[config.mk]
export PLATFORM = sky130hd
export DESIGN_NAME = sr_gate_seq
export DESIGN_NICKNAME = d
export VERILOG_FILES = /design/src/rtl/sr_gate_seq.sv
export SDC_FILE = /design/constraint.sdc
export NUM_CORES = 1
export LEC_CHECK = 0
export BUFFER_PORTS_ARGS = -buffer_cell sky130_fd_sc_hd__buf_4
export CELL_PAD_IN_SITES_DETAIL_PLACEMENT = 1
export CELL_PAD_IN_SITES_GLOBAL_PLACEMENT = 1
export CORE_UTILIZATION = 41
export DETAILED_ROUTE_END_ITERATION = 7
export GPL_ROUTABILITY_DRIVEN = 0
export GPL_TIMING_DRIVEN = 0
export PLACE_DENSITY = 0.84
export SYNTH_ARGS = -nofsm -noshare
export SYNTH_HDL_FRONTEND = slang
export SYNTH_SLANG_ARGS = --single-unit
export TNS_END_PERCENT = 5
[constraint.sdc]
create_clock -name clk -period 4.08 [get_ports clk]
set_clock_uncertainty 0.1 [all_clocks]
set_input_delay 0.816 -clock clk [delete_from_list [all_inputs] [get_ports clk]]
set_output_delay 0.816 -clock clk [all_outputs]
set_load 0.005 [all_outputs]
[src/rtl/sr_gate_seq.sv]
module sr_gate_seq #(
  parameter int TW = 24,
  parameter int GW = 16
) (
  input  logic          clk,
  input  logic          rst_n,
  input  logic [TW-1:0] start_ticks,
  input  logic [TW-1:0] ton_ticks,
  input  logic [TW-1:0] toff_ticks,
  input  logic [TW-1:0] pulse_max_ticks,
  input  logic [GW-1:0] trig_hold_ticks,
  input  logic          supply_ok,
  input  logic          cond_start,
  input  logic          cond_end,
  input  logic          sense_rst,
  input  logic          trig,
  output logic          gate_on,
  output logic          disabled
);

  localparam logic [TW-1:0] TMAX = '1;
  localparam logic [GW-1:0] GMAX = '1;

  typedef enum logic [1:0] {ST_PWR, ST_WAIT, ST_ON, ST_DIS} st_t;

  st_t           st;
  logic [TW-1:0] tmr;
  logic [TW-1:0] c_start, c_ton, c_toff, c_max;
  logic [GW-1:0] c_hold, tcnt;

  wire [TW-1:0] tmr_inc   = (tmr == TMAX) ? tmr : tmr + 1'b1;
  wire [TW:0]   tmr_next  = {1'b0, tmr} + 1'b1;
  wire          up_done   = tmr_next >= {1'b0, c_start};
  wire          toff_done = tmr >= c_toff;
  wire          ton_done  = tmr >= c_ton;
  wire          cap_hit   = tmr_next >= {1'b0, c_max};
  wire          hold_hit  = trig && (({1'b0, tcnt} + 1'b1) >= {1'b0, c_hold});
  wire          end_ok    = (cond_end || sense_rst) && ton_done;

  assign gate_on  = (st == ST_ON) && !trig;
  assign disabled = (st == ST_DIS);

  always_ff @(posedge clk) begin
    if (!rst_n) begin
      c_start <= start_ticks;
      c_ton   <= ton_ticks;
      c_toff  <= toff_ticks;
      c_max   <= pulse_max_ticks;
      c_hold  <= trig_hold_ticks;
    end
  end

  always_ff @(posedge clk) begin
    if (!rst_n || !trig) tcnt <= '0;
    else if (tcnt != GMAX) tcnt <= tcnt + 1'b1;
  end

  always_ff @(posedge clk) begin
    if (!rst_n || !supply_ok) begin
      st  <= ST_PWR;
      tmr <= '0;
    end else begin
      case (st)
        ST_PWR: begin
          if (up_done) begin
            st  <= ST_WAIT;
            tmr <= c_toff;
          end else begin
            tmr <= tmr_inc;
          end
        end
        ST_WAIT: begin
          if (hold_hit) begin
            st  <= ST_DIS;
            tmr <= '0;
          end else if (trig || sense_rst) begin
            tmr <= '0;
          end else if (cond_start && toff_done) begin
            st  <= ST_ON;
            tmr <= '0;
          end else begin
            tmr <= tmr_inc;
          end
        end
        ST_ON: begin
          if (hold_hit) begin
            st  <= ST_DIS;
            tmr <= '0;
          end else if (trig || cap_hit || end_ok) begin
            st  <= ST_WAIT;
            tmr <= '0;
          end else begin
            tmr <= tmr_inc;
          end
        end
        default: begin
          if (!trig) begin
            st  <= ST_WAIT;
            tmr <= '0;
          end
        end
      endcase
    end
  end

endmodule


==> impl_metrics.toml, run 1 <==
[global_route]
grt_overflow = 0
grt_pass1_vias = 7887
grt_use_total_pct = 23.8
grt_pass1_wl_um = 40600
grt_max_degree = 75
antenna_found_initial = 0

[clocking]
cts_max_path_buffers = 2
clk_latency_ps = 440
numClockSinks = 154
htreeDepth = 4
root_buffer = "clkbuf_16"
cts_tree = "built"
cts-buffers-inserted = 17
clkTransAtPathRegs_ps = 70

[layout]
postLayoutCellArea_um2 = 11400
drive_gt1_share_pct = 23.3
nets = 1277
syn2layout_area_growth_pct = 26.5
antennaDiodeCount = 0
stdcell_count = 1327
fin_util_pct = 53.6
num-fill-cells = 2347

[run_status]
status = "finished clean"

[hold_path]
min_path_type = "input pin to flop"

[sta]
fmax_mhz = 251
worst_slack_ps = 89.6
min_period_over_period_pct = 97.8
setup_viol = 0
hold_viol_final = 0
worst_slew_pin_slew_ps = 1350
whs_ps = 446
maxSlewHeadroom_pct = 9.71
setup_tns_ps = 0
period_minus_slack_ps = 3990
finalMaxSlewViolations = 0

[placement]
place_area_um2 = 10300
hpwl_um = 18800
dpl_worst_slack_ps = -1140
io_buffers = 120
place_inst = 1275

[route]
wl_met2_um = 13100
ant_nets = 0
via_per_inst = 5.60
finalWirelength_um = 26600
vias = 7431
drc = 0
dr.max_layer_used = "met4"
wl_met1_um = 11200
wl_per_cell_um = 20.1
drt_iter0_drc = 397
first_pass_iters = 5
wl_met3_um = 1610

[floorplanning]
initial_core_util_pct = 42.4
die_h_um = 151
ioPinCount = 121
die_w_um = 151
fp.dieArea_um2 = 22700
coreArea_um2 = 21400
placementRows = 53

[synthesis]
ys_ff_latch = 154
netlist_area_um2 = 9040
synth_cell_types = 59
syn_avg_cell_area_um2 = 10.3
ys_top_cells_by_area = "edfxtp_1, ha_1, dfxtp_1, inv_1, a21oi_1"
synth_flop_cell = "edfxtp_1"
synth_top_area_share_pct = 37.2
yosys.area.top_type = "edfxtp_1"
synth-seq-area-share_pct = 46.5
syn_inst = 879
yosys_warnings = 0
synth_nets = 1117
async_reset_ff_share_pct = 0
synth_edf_count = 112

[power_and_ir_drop]
power_leakage_nw = 5.33
power_mw = 3.74
ir_drop_v = 0.000224
pwr_density_cell_nw_per_um2 = 327

[critical_path]
reg2reg_slack_ps = 90
critPathMaxFanout = 6
critPathKind = "flop to flop"
worstPathRequired_ps = 4300
worstPathArrival_ps = 4210
crit_path_start_kind = "flop"
cp-end-kind = "flop"

[job]
max_cap_viol_count = 0
repair_timing:
action	CTS	global route
endpoints found under the setup margin	26	26
buffers inserted	12	9
pin swaps	10	17
resized for setup	55	40
hold buffers	0	0
cells by family after synthesis:
group / count (synthesis) / synth area share [%]
AND/OR/NAND/NOR: 231 / 12.9
AO/OA/AOI/OAI: 171 / 12.5
adder cells (fa/ha/maj): 119 / 16.5
XOR/XNOR: 38 / 3.68
buffers and inverters: 157 / 6.93
flip-flops: 154 / 46.5
multiplexers: 9 / 0.996
power by group:
part | internal (mW) | switching (mW) | total [mW]
combinational | 0.151 | 0.170 | 0.321
clock | 0.919 | 0.690 | 1.61
sequential | 1.78 | 0.0378 | 1.81
total | 2.85 | 0.898 | 3.74
final cells by class:
cell class                 count  area (µm²)  area share, %
inverter                     137         517           4.52
multi-input combinational    568        4510           39.4
tap                          275         344           3.01
timing repair buffer         142        1090           9.56
clock buffer                  21         483           4.22
sequential                   154        4250           37.1
buffer                        19         139           1.21
clock inverter                11         106          0.930
Yosys cell counts (6+ instances only):
master,number
o21ai_0,25
nor2_1,50
inv_1,137
nand2_1,62
a31oi_1,12
a21oi_1,49
edfxtp_1,112
dfxtp_1,42
xnor2_1,21
o21ai_1,6
nand2b_1,6
nor3_1,8
o211ai_1,13
ha_1,119
nor2b_1,6
xor2_1,17
o221ai_1,18
nand3_1,31
clkbuf_1,12
nand4_1,26
and2_1,6
a21o_1,8
and4_1,6
mux2i_1,9
o21a_1,6
state kept, by name, indices dropped and copies added (netlist names):
name     flops
st           2
tmr         24
tcnt        16
c_start     24
c_ton       24
c_hold      16
c_toff      24
c_max       24
placed cells by master (no fill, tap or decap), drive strengths merged, types with 3 or more instances in the layout:
master   Yosys  routed
nand2       63      63
nor3         8       8
o221ai      18      18
nand4       28      28
nor2        50      50
o211ai      13      13
edfxtp     112     112
a22oi        3       3
nand2b       6       6
a31oi       12      12
dfxtp       42      42
and3         5       5
xnor2       21      21
a2111oi      6       6
buf          8     150
o21a         6       6
inv        137     141
o21ai       32      32
and4         6       6
a221oi       3       3
o31ai        3       3
xor2        17      17
ha         119     119
or3          4       4
nor4         4       4
or2          3       3
nand3       31      31
nand3b       3       3
clkinv       0       4
o22ai        3       3
nor2b        6       6
clkbuf      12      32
a211oi       5       5
mux2i        9       9
a21oi       50      50
a21o         8       8
and2         6       6
critical path: stages (launching register included):
cell       delay (ps)
dfxtp_4           370
buf_6             130
and3_4            180
nor4b_4           190
buf_4             190
nand4_1           220
nor2_2            210
xor2_1            110
ha_1              360
nand3_2           120
nor2_4            160
buf_4             140
nand3_1           100
o21ai_2           230
nor4_4             70
buf_6             150
buf_4             150
a221o_1           370
a2111oi_4         200
nor3_1             80
worst paths after layout:
kind / cells after the start / from / endpoint
max: 19 / tmr[1]$_SDFFE_PP0P_ / st[0]$_SDFFE_PP0P_
min: 1 / trig_hold_ticks[0] / c_hold[0]$_DFFE_PN_
max reg2reg: 19 / tmr[1]$_SDFFE_PP0P_ / st[0]$_SDFFE_PP0P_
min reg2reg: 2 / tmr[10]$_SDFFE_PP0P_ / tmr[10]$_SDFFE_PP0P_
metal layers:
layer,track usage (%),vias to the layer above
met2,40.6,257
li1,-,3492
met3,4.64,55
met4,10.3,0
met5,0,-
met1,29.2,3627
Note: power is estimated with default switching activity, not from simulation.
==> run 2: changes to the inputs <==
ABC_AREA = 1   (was default)
CELL_PAD_IN_SITES_DETAIL_PLACEMENT = 0   (was 1)
CELL_PAD_IN_SITES_GLOBAL_PLACEMENT = 2   (was 1)
CORE_UTILIZATION = 32   (was 41)
PLACE_DENSITY = 0.85   (was 0.84)
==> run 2 against run 1 <==
Synthesized area is 9.1% higher. Die area is 39% higher. Cell area is 4.1% higher. Non-clock buffer count is 19 lower. Wire length is 3.9% lower. First-iteration DRC count is 10% higher. Worst hold slack worse by 67 ps. Sequential cell count stayed put. Clock power is 2% lower. Clock-buffer cell count is 3 higher. Combinational power is 3% lower. Final cell count is 32% higher. Critical path type unchanged. Highest routed layer unchanged.
==> impl_metrics.toml, run 2 <==
[run_status]
status = "finished clean"

[critical_path]
critPathKind = "flop to flop"
crit_cells = 20
cp-end-kind = "flop"
crit_chain = "nand2_1 -> nor2_1 -> nand2_1 -> nor2_2 -> nand3_1 -> nand2_1 -> inv_1 -> ha_1 -> nand2_1 -> nor2_1 -> and3_1 -> a21boi_0 -> nor2_1 -> nand2_1 -> nand2_2 -> clkbuf_4 -> nand2_1 -> nand2_1 -> nand2_1 -> a21oi_1"
worstPathRequired_ps = 4290
reg2reg_depth = 20
cpMostUsedCell = "nand2_1"
critPathMaxFanout = 10
critPathTopFamily = "simple AND/OR/NAND/NOR gates"
cpPeakStageDelay_ps = 540
crit_buf_inv = 2
worstPathArrival_ps = 3880
crit_path_start_kind = "flop"
crit_path_top_delay_cell = "dfxtp_1"

[synthesis]
synth_common_cells = "nand2_1, inv_1, ha_1"
ys_top_cells_by_area = "edfxtp_1, ha_1, nand2_1, inv_1, dfxtp_1"
synth_most_common_cell = "nand2_1"
syn_inst = 1214
yosys_warnings = 0
async_reset_ff_share_pct = 0
synth_cell_types = 36
netlist_area_um2 = 9860
synth_top_area_share_pct = 34.1
yosys.area.top_type = "edfxtp_1"
synth-seq-area-share_pct = 42.6
synth_flop_cell = "edfxtp_1"
synth_edf_count = 112
synth_nets = 1452
syn_avg_cell_area_um2 = 8.13
ys_ff_latch = 154

[power_and_ir_drop]
p_seq_share_pct = 49.1
switchingPower_uw = 858
swShare_pct = 23.3
p_int_mw = 2.83
clkPwrFrac_pct = 42.5
pwr_density_cell_nw_per_um2 = 310
power_leakage_nw = 6.15
ir_drop_v = 0.000287
p_comb_share_pct = 8.4

[route]
ant_nets = 0
wl_per_cell_um = 14.6
finalWirelength_um = 25600
drc = 0
first_pass_iters = 5
vias = 7923
drt_iter0_drc = 438
via_per_inst = 4.51

[sta]
fmax_mhz = 273
maxSlewHeadroom_pct = 56.7
min_period_over_period_pct = 89.8
hold_viol_final = 0
whs_ps = 379
worst_slew_pin_slew_ps = 649
setup_tns_ps = 0
period_minus_slack_ps = 3670
finalMaxSlewViolations = 0
setup_viol = 0

[layout]
syn2layout_area_growth_pct = 20.7
nets = 1591
antennaDiodeCount = 0
final_cell_mix = "nand2_1, inv_1, buf_4"
drive_gt1_share_pct = 14.3
layout_commonest_cell = "nand2_1"
fin_util_pct = 39.7

[global_route]
grt_use_total_pct = 16.9
antenna_found_initial = 0
grt_use_met1_pct = 22.0
grt_max_degree = 66
grt_pass1_vias = 7605
grt_pass1_wl_um = 39900
top_usage_layer = "met2"
use_met3_pct = 3.13
grt_overflow = 0
use_met2_pct = 28.3

[clocking]
cts-buffers-inserted = 17
clkTransAtPathRegs_ps = 70
clk_latency_ps = 450
cts_max_path_buffers = 2
hold_buffers = 0
cts_tree = "built"
root_buffer = "clkbuf_16"
htreeDepth = 4
numClockSinks = 154

[floorplanning]
coreArea_um2 = 30000
fp.dieArea_um2 = 31500
die_w_um = 178
ioPinCount = 121
initial_core_util_pct = 32.9
placementRows = 63
die_h_um = 178

[placement]
io_buffers = 119
hpwl_um = 20500

[hold_path]
min_path_cells = 2
min_path_type = "flop to flop"

[job]
max_cap_viol_count = 0
[run 2: layout make-up]
cell class / count / area (µm²)
fillers: 3117 / 18000
multi-input cells: 807 / 4710
flip-flops and latches: 154 / 4210
repair buffers: 120 / 921
inverters: 231 / 871
clock buffers: 24 / 526
well taps: 390 / 488
plain buffers: 22 / 126
clock inverters: 8 / 51.3
[run 2: kinds of logic (layout without fill, tap and decap cells)]
family	Yosys count	count (layout)	synth area share [%]
and+or+nand+nor	557	557	24.2
buffers and inverters	253	405	10.1
DFF	154	154	42.6
adders and majority gates	119	119	15.1
AOI/OAI and AO/OA	102	102	5.50
xor gates and xnor gates	29	29	2.57
[run 2: worst paths after layout]
path / start / end / slack [ps]
worst min-delay path: tcnt[1]$_SDFFE_PP0P_ / tcnt[1]$_SDFFE_PP0P_ / 380
worst min register to register: tcnt[1]$_SDFFE_PP0P_ / tcnt[1]$_SDFFE_PP0P_ / 380
worst max-delay path: tmr[3]$_SDFFE_PP0P_ / tmr[7]$_SDFFE_PP0P_ / 410
worst max register to register: tmr[3]$_SDFFE_PP0P_ / tmr[7]$_SDFFE_PP0P_ / 410
[run 2: power groups by stage]
stage	clock network (mW)	logic, mW	registers, mW
after floorplan	0	0.163	1.84
after global placement	0	0.304	1.85
after detailed placement	0	0.315	1.84
after CTS	1.62	0.317	1.81
after global routing	1.68	0.357	1.82
final	1.57	0.310	1.81
[run 2: through the flow]
stage | instance area [µm²] | power, mW | std cells | setup WS, ps
3_3_place_gp | 11200 | 2.15 | 1723 | -585
3_5_place_dp | 11300 | 2.16 | 1724 | -91.4
5_1_grt | 11900 | 3.86 | 1756 | -10.4
4_1_cts | 11900 | 3.75 | 1756 | 29.5
6_report | 11900 | 3.68 | 1756 | 414
2_1_floorplan | 9860 | 2.00 | 1214 | 535
[run 2: routing by layer]
| layer | up-vias | part of all wire (%) |
|---|---|---|
| met5 | - | 0 |
| met4 | 0 | 1.2 |
| met3 | 18 | 3.5 |
| met2 | 124 | 48 |
| met1 | 3602 | 47 |
| li1 | 4179 | - |
[run 2: worst min-delay path, stage by stage, from the launching register on]
cell	delay [ps]
dfxtp_1	310
inv_1	70
a21oi_1	60
[run 2: repair_timing]
action / in CTS / in global routing
hold endpoints to repair: 0 / 0
setup buffers: 0 / 0
endpoints found under the setup margin: 20 / 20
resized for setup: 2 / 12
==> run 3: changes to the inputs <==
BUFFER_PORTS_ARGS = default   (was -buffer_cell sky130_fd_sc_hd__buf_4)
CORE_UTILIZATION = 35   (was 32)
DONT_BUFFER_PORTS = 1   (was default)
==> run 3 against run 2 <==
Worst hold slack lost 17 ps. Clock-buffer cell count decreased by 4. Register-to-register slack worse by 140 ps. Clock power rose by 4%. Die area fell by 8.5%. Sequential share of layout area up 2.8 points. Sequential power hardly changed. Power down 0.64%. Final cell count decreased by 7.2%. Critical endpoint is now tmr[12]$_SDFFE_PP0P_. Highest routed layer is now met5.
==> impl_metrics.toml, run 3 (synthesized netlist as in run 2, its figures left out) <==
[run_status]
status = "finished clean"

[global_route]
grt_max_degree = 65
grt_pass1_vias = 7252
grt_overflow = 0
grt_use_total_pct = 18.4
antenna_found_initial = 6
grt_pass1_wl_um = 39200

[clocking]
numClockSinks = 154
root_buffer = "clkbuf_16"
cts-buffers-inserted = 17
cts_max_path_buffers = 2
ctsResizeCount = 4
clk_latency_ps = 440
clkTransAtPathRegs_ps = 70
hold_buffers = 0
cts_setup_buffers = 0
htreeDepth = 4
cts_tree = "built"

[critical_path]
reg2reg_slack_ps = 270
crit_buf_inv = 1
r2r_start = "tmr[3]$_SDFFE_PP0P_"
critPathKind = "flop to flop"
worstPathArrival_ps = 4020
crit_cells = 18
cpPeakStageDelay_ps = 530
cpMostUsedCell = "nand2_1"
cp-end-kind = "flop"
crit_chain = "nand2_1 -> nor2_1 -> nand2_1 -> nor2_1 -> xor2_1 -> ha_1 -> nand2_1 -> nor4_1 -> nand2_1 -> a21boi_0 -> nor2_2 -> nand2_1 -> nand2_2 -> clkbuf_4 -> nand2_1 -> nand2_1 -> nand2_1 -> a21oi_1"
crit_path_top_delay_cell = "dfxtp_1"
critPathMaxFanout = 10
reg2reg_depth = 18
crit_path_start_kind = "flop"
r2r_end = "tmr[12]$_SDFFE_PP0P_"
critPathTopFamily = "simple AND/OR/NAND/NOR gates"
worstPathRequired_ps = 4290

[layout]
num-fill-cells = 2884
final_cell_mix = "nand2_1, inv_1, ha_1"
nets = 1472
postLayoutCellArea_um2 = 11000
syn2layout_area_growth_pct = 11.7
drive_gt1_share_pct = 6.09
layout_commonest_cell = "nand2_1"

[sta]
period_minus_slack_ps = 3810
min_period_over_period_pct = 93.4
fmax_mhz = 262
setup_tns_ps = 0
rsz0062_at_grt = "no"
hold_viol_final = 0
worst_slew_pin_slew_ps = 641
maxSlewHeadroom_pct = 57.3
finalMaxSlewViolations = 0
setup_viol = 0

[floorplanning]
die_w_um = 170
ioPinCount = 121
initial_core_util_pct = 35.5
placementRows = 61
fp.dieArea_um2 = 28900
coreArea_um2 = 27800
die_h_um = 170

[hold_path]
min_to = "c_start[8]$_DFFE_PN_"
hp-start = "start_ticks[8]"
min_path_type = "input pin to flop"
min_path_cells = 0

[route]
drt_iter0_drc = 388
via_per_inst = 4.60
first_pass_iters = 5
finalWirelength_um = 25300
drc = 0
wl_per_cell_um = 15.5
vias = 7487
ant_nets = 0

[power_and_ir_drop]
pwr_density_cell_nw_per_um2 = 332
power_mw = 3.66
ir_drop_v = 0.000263
power_leakage_nw = 5.56

[job]
max_cap_viol_count = 0

[placement]
io_buffers = 0
hpwl_um = 19700
place_area_um2 = 10400
==> run 3: cell types whose count changed in the layout (fill, tap and decap cells not counted), sizes merged <==
cell      previous run  this run
buf                133        13
diode                0         4
inv                234       233
clkbuf              33        30
bufinv               0         2
clkinvlp             0         3
==> run 3: final cells by class <==
class	count	area (µm²)	share of cell area, %
Antenna cell	4	10.0	0.0908
Inverter	231	871	7.90
Tap cell	378	473	4.29
Clock inverter	12	136	1.24
Timing Repair Buffer	1	27.5	0.250
Buffer	22	129	1.17
Sequential cell	154	4210	38.2
Clock buffer	20	458	4.16
Multi-Input combinational cell	807	4700	42.7
==> run 3: worst register-to-register path, stage by stage (launching register included) <==
cell	delay (ps)
dfxtp_1	530
nand2_1	180
nor2_1	250
nand2_1	140
nor2_1	250
xor2_1	420
ha_1	200
nand2_1	60
nor4_1	380
nand2_1	90
a21boi_0	290
nor2_2	120
nand2_1	110
nand2_2	100
clkbuf_4	220
nand2_1	80
nand2_1	60
nand2_1	50
a21oi_1	50
==> run 3: metal layers <==
metal / vias up / global-route usage [%] / routed length (µm)
li1: 3949 / - / -
met1: 3364 / 21.5 / 10900
met2: 136 / 32.2 / 12500
met3: 34 / 4.88 / 1270
met4: 4 / 6.58 / 575
met5: - / 0 / 22
==> run 3: metrics by stage <==
step	std cells	util [%]	setup WS (ps)	hold WS, ps
2_1_floorplan	1214	-	535	347
3_3_place_gp	1592	37.2	-458	374
3_5_place_dp	1593	37.3	-230	380
4_1_cts	1625	39.5	61.5	342
5_1_grt	1627	39.6	4.02	331
6_report	1629	39.7	270	362
==> run 3: how the worst max path moves through the flow <==
stage / from / end / slack [ps]
final: tmr[3]$_SDFFE_PP0P_ / tmr[12]$_SDFFE_PP0P_ / 270
after global routing: tmr[2]$_SDFFE_PP0P_ / tmr[12]$_SDFFE_PP0P_ / 4
after CTS: tmr[2]$_SDFFE_PP0P_ / tmr[12]$_SDFFE_PP0P_ / 60
after detailed placement: tmr[0]$_SDFFE_PP0P_ / tmr[11]$_SDFFE_PP0P_ / -230
after global placement: rst_n / c_start[20]$_DFFE_PN_ / -460
after floorplan: rst_n / c_hold[0]$_DFFE_PN_ / 530
==> run 3: where the power goes <==
group | total, mW | switching, mW | internal [mW]
registers | 1.81 | 0.0282 | 1.78
clock network | 1.63 | 0.688 | 0.942
logic | 0.222 | 0.149 | 0.0736
total | 3.66 | 0.865 | 2.80
